==> config.mk <==
export PLATFORM = sky130hd
export DESIGN_NAME = timer_compare_unit
export DESIGN_NICKNAME = d
export VERILOG_FILES = /design/src/rtl/tc_pkg.sv /design/src/rtl/tc_regs.sv /design/src/rtl/tc_match.sv /design/src/rtl/tc_action.sv /design/src/rtl/timer_compare_unit.sv
export SDC_FILE = /design/constraint.sdc
export NUM_CORES = 1
export LEC_CHECK = 0
export BUFFER_PORTS_ARGS = -buffer_cell sky130_fd_sc_hd__buf_2
export CAP_MARGIN = 10
export CORE_MARGIN = 5
export CORE_UTILIZATION = 53
export CTS_CLUSTER_DIAMETER = 40
export DETAILED_ROUTE_END_ITERATION = 16
export PLACE_DENSITY = 0.83
export SYNTH_ARGS = -nofsm -noshare
export SYNTH_HDL_FRONTEND = slang
export SYNTH_SLANG_ARGS = --single-unit
==> constraint.sdc <==
create_clock -name clk -period 2.45 [get_ports clk]
set_input_delay 0.245 -clock clk [delete_from_list [all_inputs] [get_ports clk]]
set_output_delay 0.245 -clock clk [all_outputs]
set_load 0.05 [all_outputs]
==> src/rtl/tc_pkg.sv <==
package tc_pkg;
    localparam int MODE_W = 4;
    localparam logic [MODE_W-1:0] MODE_OFF = 4'b0000;
    localparam logic [MODE_W-1:0] MODE_SET = 4'b1000;
    localparam logic [MODE_W-1:0] MODE_CLR = 4'b1001;
    localparam logic [MODE_W-1:0] MODE_TGL = 4'b0010;

    function automatic logic is_active(input logic [MODE_W-1:0] m);
        return (m == MODE_SET) || (m == MODE_CLR) || (m == MODE_TGL);
    endfunction

    // Latch value forced when a mode is entered; toggle keeps the old value.
    function automatic logic entry_value(input logic [MODE_W-1:0] m, input logic cur);
        case (m)
            MODE_SET: return 1'b0;
            MODE_CLR: return 1'b1;
            MODE_TGL: return cur;
            default:  return 1'b0;
        endcase
    endfunction
endpackage

==> src/rtl/tc_regs.sv <==
module tc_regs #(
    parameter int TMR_W  = 16,
    parameter int ADDR_W = 2
) (
    input  logic                     clk,
    input  logic                     rst_n,
    input  logic                     wr_en,
    input  logic [ADDR_W-1:0]        wr_addr,
    input  logic [7:0]               wr_data,
    input  logic [ADDR_W-1:0]        rd_addr,
    input  logic                     flag,
    output logic [tc_pkg::MODE_W-1:0] mode_q_o,
    output logic [TMR_W-1:0]         cmp_q_o,
    output logic                     mode_chg,
    output logic [tc_pkg::MODE_W-1:0] mode_nx,
    output logic                     clr_req,
    output logic [7:0]               rd_data
);
    localparam int NB       = TMR_W / 8;
    localparam int MW       = tc_pkg::MODE_W;
    localparam int CLR_ADDR = NB + 1;

    typedef struct packed {
        logic [MW-1:0]    mode;
        logic [TMR_W-1:0] cmp;
    } regs_t;

    regs_t r_d, r_q;
    logic [NB-1:0] byte_wr;
    logic [NB-1:0] byte_rd;

    generate
        for (genvar b = 0; b < NB; b++) begin : g_byte
            assign byte_wr[b] = wr_en && (wr_addr == ADDR_W'(b + 1));
            assign byte_rd[b] = (rd_addr == ADDR_W'(b + 1));
        end
    endgenerate

    assign mode_nx  = wr_data[MW-1:0];
    assign mode_chg = wr_en && (wr_addr == '0) && (wr_data[MW-1:0] != r_q.mode);
    assign clr_req  = wr_en && (wr_addr == ADDR_W'(CLR_ADDR));

    always_comb begin
        r_d = r_q;
        if (wr_en && (wr_addr == '0)) r_d.mode = wr_data[MW-1:0];
        for (int b = 0; b < NB; b++) begin
            if (byte_wr[b]) r_d.cmp[b*8 +: 8] = wr_data;
        end
    end

    always_ff @(posedge clk) begin
        if (!rst_n) r_q <= '0;
        else        r_q <= r_d;
    end

    always_comb begin
        rd_data = '0;
        if (rd_addr == '0) rd_data = 8'(r_q.mode);
        else if (rd_addr == ADDR_W'(CLR_ADDR)) rd_data = {7'b0, flag};
        for (int b = 0; b < NB; b++) begin
            if (byte_rd[b]) rd_data = r_q.cmp[b*8 +: 8];
        end
    end

    assign mode_q_o = r_q.mode;
    assign cmp_q_o  = r_q.cmp;


    mode_store_chk: assert property (@(posedge clk) disable iff (!rst_n)
        (wr_en && wr_addr == '0) |=> (mode_q_o == $past(wr_data[MW-1:0])));
endmodule

==> src/rtl/tc_match.sv <==
module tc_match #(
    parameter int TMR_W = 16
) (
    input  logic             clk,
    input  logic             rst_n,
    input  logic [TMR_W-1:0] timer_val,
    input  logic [TMR_W-1:0] cmp_val,
    output logic             evt
);
    typedef struct packed {
        logic prev;
    } mst_t;

    mst_t m_d, m_q;
    logic hit;

    always_comb begin
        hit      = (timer_val == cmp_val);
        evt      = hit && !m_q.prev;
        m_d.prev = hit;
    end

    always_ff @(posedge clk) begin
        if (!rst_n) m_q <= '0;
        else        m_q <= m_d;
    end


    single_evt_chk: assert property (@(posedge clk) disable iff (!rst_n)
        evt |=> !evt);

    evt_equal_chk: assert property (@(posedge clk) disable iff (!rst_n)
        evt |-> (timer_val == cmp_val));
endmodule

==> src/rtl/tc_action.sv <==
module tc_action (
    input  logic                      clk,
    input  logic                      rst_n,
    input  logic [tc_pkg::MODE_W-1:0] mode_q,
    input  logic                      mode_chg,
    input  logic [tc_pkg::MODE_W-1:0] mode_nx,
    input  logic                      evt,
    input  logic                      clr_req,
    output logic                      latch_o,
    output logic                      flag_o
);
    import tc_pkg::*;

    typedef struct packed {
        logic latch;
        logic flag;
    } act_t;

    act_t a_d, a_q;
    logic fire;

    always_comb begin
        a_d  = a_q;
        fire = evt && is_active(mode_q);
        if (mode_chg) begin
            a_d.latch = entry_value(mode_nx, a_q.latch);
        end else if (fire) begin
            case (mode_q)
                MODE_SET: a_d.latch = 1'b1;
                MODE_CLR: a_d.latch = 1'b0;
                MODE_TGL: a_d.latch = !a_q.latch;
                default:  a_d.latch = 1'b0;
            endcase
        end
        if (fire)         a_d.flag = 1'b1;
        else if (clr_req) a_d.flag = 1'b0;
    end

    always_ff @(posedge clk) begin
        if (!rst_n) a_q <= '0;
        else        a_q <= a_d;
    end

    assign latch_o = a_q.latch;
    assign flag_o  = a_q.flag;


    set_match_chk: assert property (@(posedge clk) disable iff (!rst_n)
        (evt && mode_q == MODE_SET && !mode_chg) |=> latch_o);

    clr_match_chk: assert property (@(posedge clk) disable iff (!rst_n)
        (evt && mode_q == MODE_CLR && !mode_chg) |=> !latch_o);

    tgl_match_chk: assert property (@(posedge clk) disable iff (!rst_n)
        (evt && mode_q == MODE_TGL && !mode_chg) |=> (latch_o != $past(latch_o)));

    set_entry_chk: assert property (@(posedge clk) disable iff (!rst_n)
        (mode_chg && mode_nx == MODE_SET) |=> !latch_o);

    flag_set_chk: assert property (@(posedge clk) disable iff (!rst_n)
        (evt && is_active(mode_q)) |=> flag_o);

    flag_clear_chk: assert property (@(posedge clk) disable iff (!rst_n)
        $fell(flag_o) |-> $past(clr_req));
endmodule

==> src/rtl/timer_compare_unit.sv <==
module timer_compare_unit #(
    parameter int TMR_W = 16
) (
    input  logic             clk,
    input  logic             rst_n,
    input  logic             wr_en,
    input  logic [1:0]       wr_addr,
    input  logic [7:0]       wr_data,
    input  logic [1:0]       rd_addr,
    output logic [7:0]       rd_data,
    input  logic [TMR_W-1:0] timer_val,
    input  logic             port_data,
    input  logic             port_oe,
    output logic             pin_out,
    output logic             pin_oe,
    output logic             irq_flag
);
    localparam int ADDR_W = 2;
    localparam int MW     = tc_pkg::MODE_W;

    logic [MW-1:0]    mode_q;
    logic [MW-1:0]    mode_nx;
    logic [TMR_W-1:0] cmp_q;
    logic             mode_chg;
    logic             clr_req;
    logic             evt;
    logic             latch_q;
    logic             flag_q;
    logic             owned;

    tc_regs #(.TMR_W(TMR_W), .ADDR_W(ADDR_W)) u_regs (
        .clk      (clk),
        .rst_n    (rst_n),
        .wr_en    (wr_en),
        .wr_addr  (wr_addr),
        .wr_data  (wr_data),
        .rd_addr  (rd_addr),
        .flag     (flag_q),
        .mode_q_o (mode_q),
        .cmp_q_o  (cmp_q),
        .mode_chg (mode_chg),
        .mode_nx  (mode_nx),
        .clr_req  (clr_req),
        .rd_data  (rd_data)
    );

    tc_match #(.TMR_W(TMR_W)) u_match (
        .clk       (clk),
        .rst_n     (rst_n),
        .timer_val (timer_val),
        .cmp_val   (cmp_q),
        .evt       (evt)
    );

    tc_action u_action (
        .clk      (clk),
        .rst_n    (rst_n),
        .mode_q   (mode_q),
        .mode_chg (mode_chg),
        .mode_nx  (mode_nx),
        .evt      (evt),
        .clr_req  (clr_req),
        .latch_o  (latch_q),
        .flag_o   (flag_q)
    );

    assign owned    = tc_pkg::is_active(mode_q);
    assign pin_out  = owned ? latch_q : port_data;
    assign pin_oe   = owned ? 1'b1    : port_oe;
    assign irq_flag = flag_q;


    off_latch_low_chk: assert property (@(posedge clk) disable iff (!rst_n)
        !tc_pkg::is_active(mode_q) |-> !latch_q);

    off_no_flag_chk: assert property (@(posedge clk) disable iff (!rst_n)
        (!tc_pkg::is_active(mode_q) && !irq_flag) |=> !irq_flag);
endmodule

=== Word level (Yosys, flattened, before mapping) ===
Cells that the tools add are included.

* Register bits after elaboration: 23
* Input port bits: 33
* Output and inout port bits: 11
* Logic and storage cells: 48

* Equality and inequality tests: 14
* Mux-type cells: 12
* Reductions and logical operators: 16

{| class="wikitable"
|+ Operators with widths
! kind !! count
|-
| $mux W8 || 3
|-
| $eq A16 B16 Y1 || 1
|-
| $eq A4 B4 Y1 const B || 3
|-
| $eq A2 B2 Y1 const B || 4
|-
| $eq A4 B2 Y1 const B || 2
|-
| $logic_and A1 B1 Y1 || 7
|-
| $mux W1 || 7
|-
| $eq A2 B1 Y1 const B || 2
|-
| $logic_not A2 Y1 || 2
|-
| $ne A4 B4 Y1 || 1
|-
| $pmux W1 S2 || 2
|-
| $reduce_bool A2 Y1 || 2
|-
| $logic_not A1 Y1 || 2
|-
| $logic_or A1 B1 Y1 || 2
|-
| $ne A2 B2 Y1 const B || 1
|-
| $reduce_and A2 Y1 || 1
|}

=== Logic depth before layout (Yosys ltp) ===
* Depth in word-level cells: 6
* Depth in mapped cells: 5
* Mapped depth without buffers: 5

=== Cells and area by module ===
Synthesis repeated with hierarchy kept, for this count alone.

* Cells, all modules: 148
* Area total of the unflattened synthesis: 1416.4 µm²

{| class="wikitable"
|+ Modules (own cells, without submodules)
! module !! times used !! cells an instance !! area an instance (µm²) !! sequential area each (µm²)
|-
| tc_regs || 1 || 95 || 1002.2 || 400.4
|-
| tc_match || 1 || 25 || 202.7 || 20.0
|-
| tc_action || 1 || 18 || 148.9 || 40.0
|-
| timer_compare_unit || 1 || 10 || 62.6 || 0.0
|}

=== Least setup slack after synthesis ===
No wires, ideal clock.

* Path kind: input to output
* Start: input rd_addr[1]
* End: output rd_data[1]
* Data arrival time: 1.671 ns
* Required time: 2.205 ns
* Slack: 0.534 ns
* Stages on the path: 3
* Path buffers: 1
* Cell sequence: clkbuf_1 > mux2i_1 > o21ai_0

* Word-level cells in the longest chain between the ends: 4
* Elaborated cells between the ends (all ways): 6
* Classes of those cells: eq/ne (2); mux (3); reduce/logical (1)

{| class="wikitable"
|+ RTL lines
! what !! RTL line !! RTL
|-
| start: declaration || timer_compare_unit.sv:9 || <nowiki>input logic [1:0] rd_addr,</nowiki>
|-
| $logic_not A2 Y1 || tc_regs.sv:58 || <nowiki>if (rd_addr == '0) rd_data = 8'(r_q.mode);</nowiki>
|-
| $mux W8 || tc_regs.sv:58 ||
|-
| $mux W8 || tc_regs.sv:61 || <nowiki>if (byte_rd[b]) rd_data = r_q.cmp[b*8 +: 8];</nowiki>
|-
| $mux W8 * || tc_regs.sv:61 ||
|-
| end: declaration || timer_compare_unit.sv:10 || <nowiki>output logic [7:0] rd_data,</nowiki>
|}

Every way passes the cells marked *; elsewhere a longest branch is shown, timed or not.

=== Worst setup path after layout ===
* Start: register u_regs.r_q (netlist bit u_regs.mode_q_o[1])
* End: output pin_out

* Word-level cells in the longest chain between the ends: 4
* Elaborated cells between the ends (all ways): 6
* Classes of those cells: eq/ne (3); mux (1); reduce/logical (2)

{| class="wikitable"
|+ RTL lines
! what !! RTL line !! RTL
|-
| start: declaration || tc_regs.sv:28 || <nowiki>regs_t r_d, r_q;</nowiki>
|-
| start signal: assignment || tc_regs.sv:53 || <nowiki>else r_q <= r_d;</nowiki>
|-
| $eq A4 B4 Y1 || tc_pkg.sv:9 || <nowiki>return (m == MODE_SET) || (m == MODE_CLR) || (m == MODE_TGL);</nowiki>
|-
| $logic_or A1 B1 Y1 || tc_pkg.sv:9 ||
|-
| $logic_or A1 B1 Y1 * || tc_pkg.sv:9 ||
|-
| $mux W1 * || timer_compare_unit.sv:68 || <nowiki>assign pin_out = owned ? latch_q : port_data;</nowiki>
|-
| end: declaration || timer_compare_unit.sv:14 || <nowiki>output logic pin_out,</nowiki>
|}

Marks and branches as above.

==> flow_summary.ini <==
[drt]
vias = 1132
routedWlPerCell_um = 15.5
antenna_left = 0
wl_um = 3250
viasPerCell = 5.39
drtPass1Iterations = 4
drt_iter0_drc = 56
drc_errors = 0

[place]
io_buffers = 43
hpwl_um = 2580
post-place-cells = 206
gp_congestion = 0.828
dpl-instance-area_sq_um = 1550

[outcome]
status = complete, no violations

[layout]
drive_above_1_share_pct = 30.6
instances_no_fill = 210
seqCellArea_sq_um = 460
final_cell_mix = buf_2 (43), mux2i_1 (24), nor2_1 (24)
syn2layout_area_growth_pct = 19.3
n_fill_cell = 212
num-nets-final = 214
final_util_pct = 64.9
fin_area_sq_um = 1580
multi_input_area_sq_um = 830
final_common_cell = buf_2
antenna_cells = 0

[global_route]
grt_first_pass_wirelength_um = 5280
grt_max_degree = 23
antenna_found_initial = 0
grt_pass1_vias = 1115
grt_use_total_pct = 19.4
grt_overflow_total = 0

[sta]
maxSlewViolCount = 0
skew_ns = 0.00294
worst_pin_slew_ns = 0.645
max_freq_mhz = 459
relSlewSlack_pct = 56.9
fin_setup_tns_ns = 0
hold_viol = 0
rsz0062_at_grt = false
period_needed_ns = 2.18
min_period_over_period_pct = 88.9
setup_viol = 0

[min_path]
min_path_type = in -> reg

[logic_synthesis]
syn_area_per_cell_sq_um = 9.51
synth_ff_type = dfxtp_1
syn_inst = 139
synth_edf_count = 0
syn_nets = 172
synthDistinctLibCells = 30
ys_seq_area_share_pct = 34.8
yosysWarnings = 0
ys_ff_latch = 23
async_flop_share_pct = 0
netlist_area_sq_um = 1320

[setup_path]
start_kind = flip-flop
crit_arrival_ns = 1.93
crit_fanout = 6
worst_setup_path_end_kind = output port
crit_type = reg -> out
worstPathRequired_ns = 2.20

[clocking]
ctsRootBufferMaster = clkbuf_4
cts_hold_buf = 0
clock_sinks = 23
clockBufferDepth = 2
insertion_delay_ns = 0.32
cts_tree = built
post_cts_buffers = 0
cts_resized = 0
path_clk_slew_ns = 0.13
cts_made_buffers = 3
h-tree-depth = 1

[die]
dieArea_sq_um = 3590
coreArea_sq_um = 2430
row_count = 18
start_util_pct = 54.4
pin_count = 44
die_h_um = 60.0
die_w_um = 60.0

[pwr]
leakagePower_nw = 0.806
ir_drop_mv = 0.277
power_w = 0.000733
powerDensity_nw_per_um2 = 465

[job]
drv_cap = 0
==> flip-flops by register name (all words and copies together), names as in the netlist <==
register and cells:
u_regs.cmp_q_o 16, u_regs.mode_q_o 4, u_action.flag_o 1, u_action.latch_o 1, u_match.m_q 1
==> critical path, cell delays in order (launching register included) <==
cell     delay (ns)
dfxtp_1        0.43
or3b_1         0.38
a21oi_2        0.24
mux2_2         0.36
buf_2          0.21
==> power breakdown <==
group / total, W / internal [W] / switching, W / leakage [nW]
combinational: 0.000153 / 0.0000639 / 0.0000893 / 0.601
sequential: 0.000398 / 0.000385 / 0.0000121 / 0.187
clock: 0.000182 / 0.0000612 / 0.000121 / 0.0177
total: 0.000733 / 0.000511 / 0.000223 / 0.806
==> layout make-up <==
type	instances	share of cell area, %
Clock buffer	3	1.43
Timing Repair Buffer	43	13.6
Clock inverter	1	0.317
Multi-Input combinational cell	108	52.6
Tap cell	30	2.38
Sequential cell	23	29.2
Inverter	2	0.476
==> final timing paths <==
kind	cells after the start	start	to	slack, ns
max	4	u_regs.mode_q_o[1]	pin_out	0.27
min	3	wr_data[7]	u_regs.cmp_q_o[15]	0.17
max reg2reg	5	u_regs.cmp_q_o[7]	u_action.latch_o	0.76
min reg2reg	2	u_action.latch_o	u_action.latch_o	0.52
==> routing by layer <==
metal	global-route usage (%)	share of wire [%]
met1	25.0	43
met2	32.7	51
met3	2.59	4.6
met4	6.96	1.4
met5	0	0
==> cell usage after synthesis, drive strengths merged, types with 3 or more instances <==
cell	number	share of area [%]
nor2	24	6.8
nor4	4	1.9
xor2	20	13
dfxtp	23	35
mux2i	24	18
a22o	4	2.6
nand2	5	1.4
nand3b	3	1.7
clkbuf	4	1.1
o21ai	5	1.9
==> metrics by stage <==
stage / hold WS (ns) / setup WS, ns
2_1_floorplan: 0.389 / 0.534
3_3_place_gp: 0.468 / 0.672
3_5_place_dp: 0.496 / 0.627
4_1_cts: 0.181 / 0.262
5_1_grt: 0.193 / 0.171
6_report: 0.172 / 0.273
==> cells by family (layout without fill, tap and decap cells) <==
kind of cell,count (synthesis),in the layout,share of synthesized area [%]
DFF,23,23,34.8
muxes,26,26,20.7
AOI/OAI and AO/OA,14,14,9.55
xor gates and xnor gates,20,20,13.2
buffers and inverters,8,49,2.46
and+or+nand+nor,48,48,19.2
Note: power is estimated with default switching activity, not from simulation.
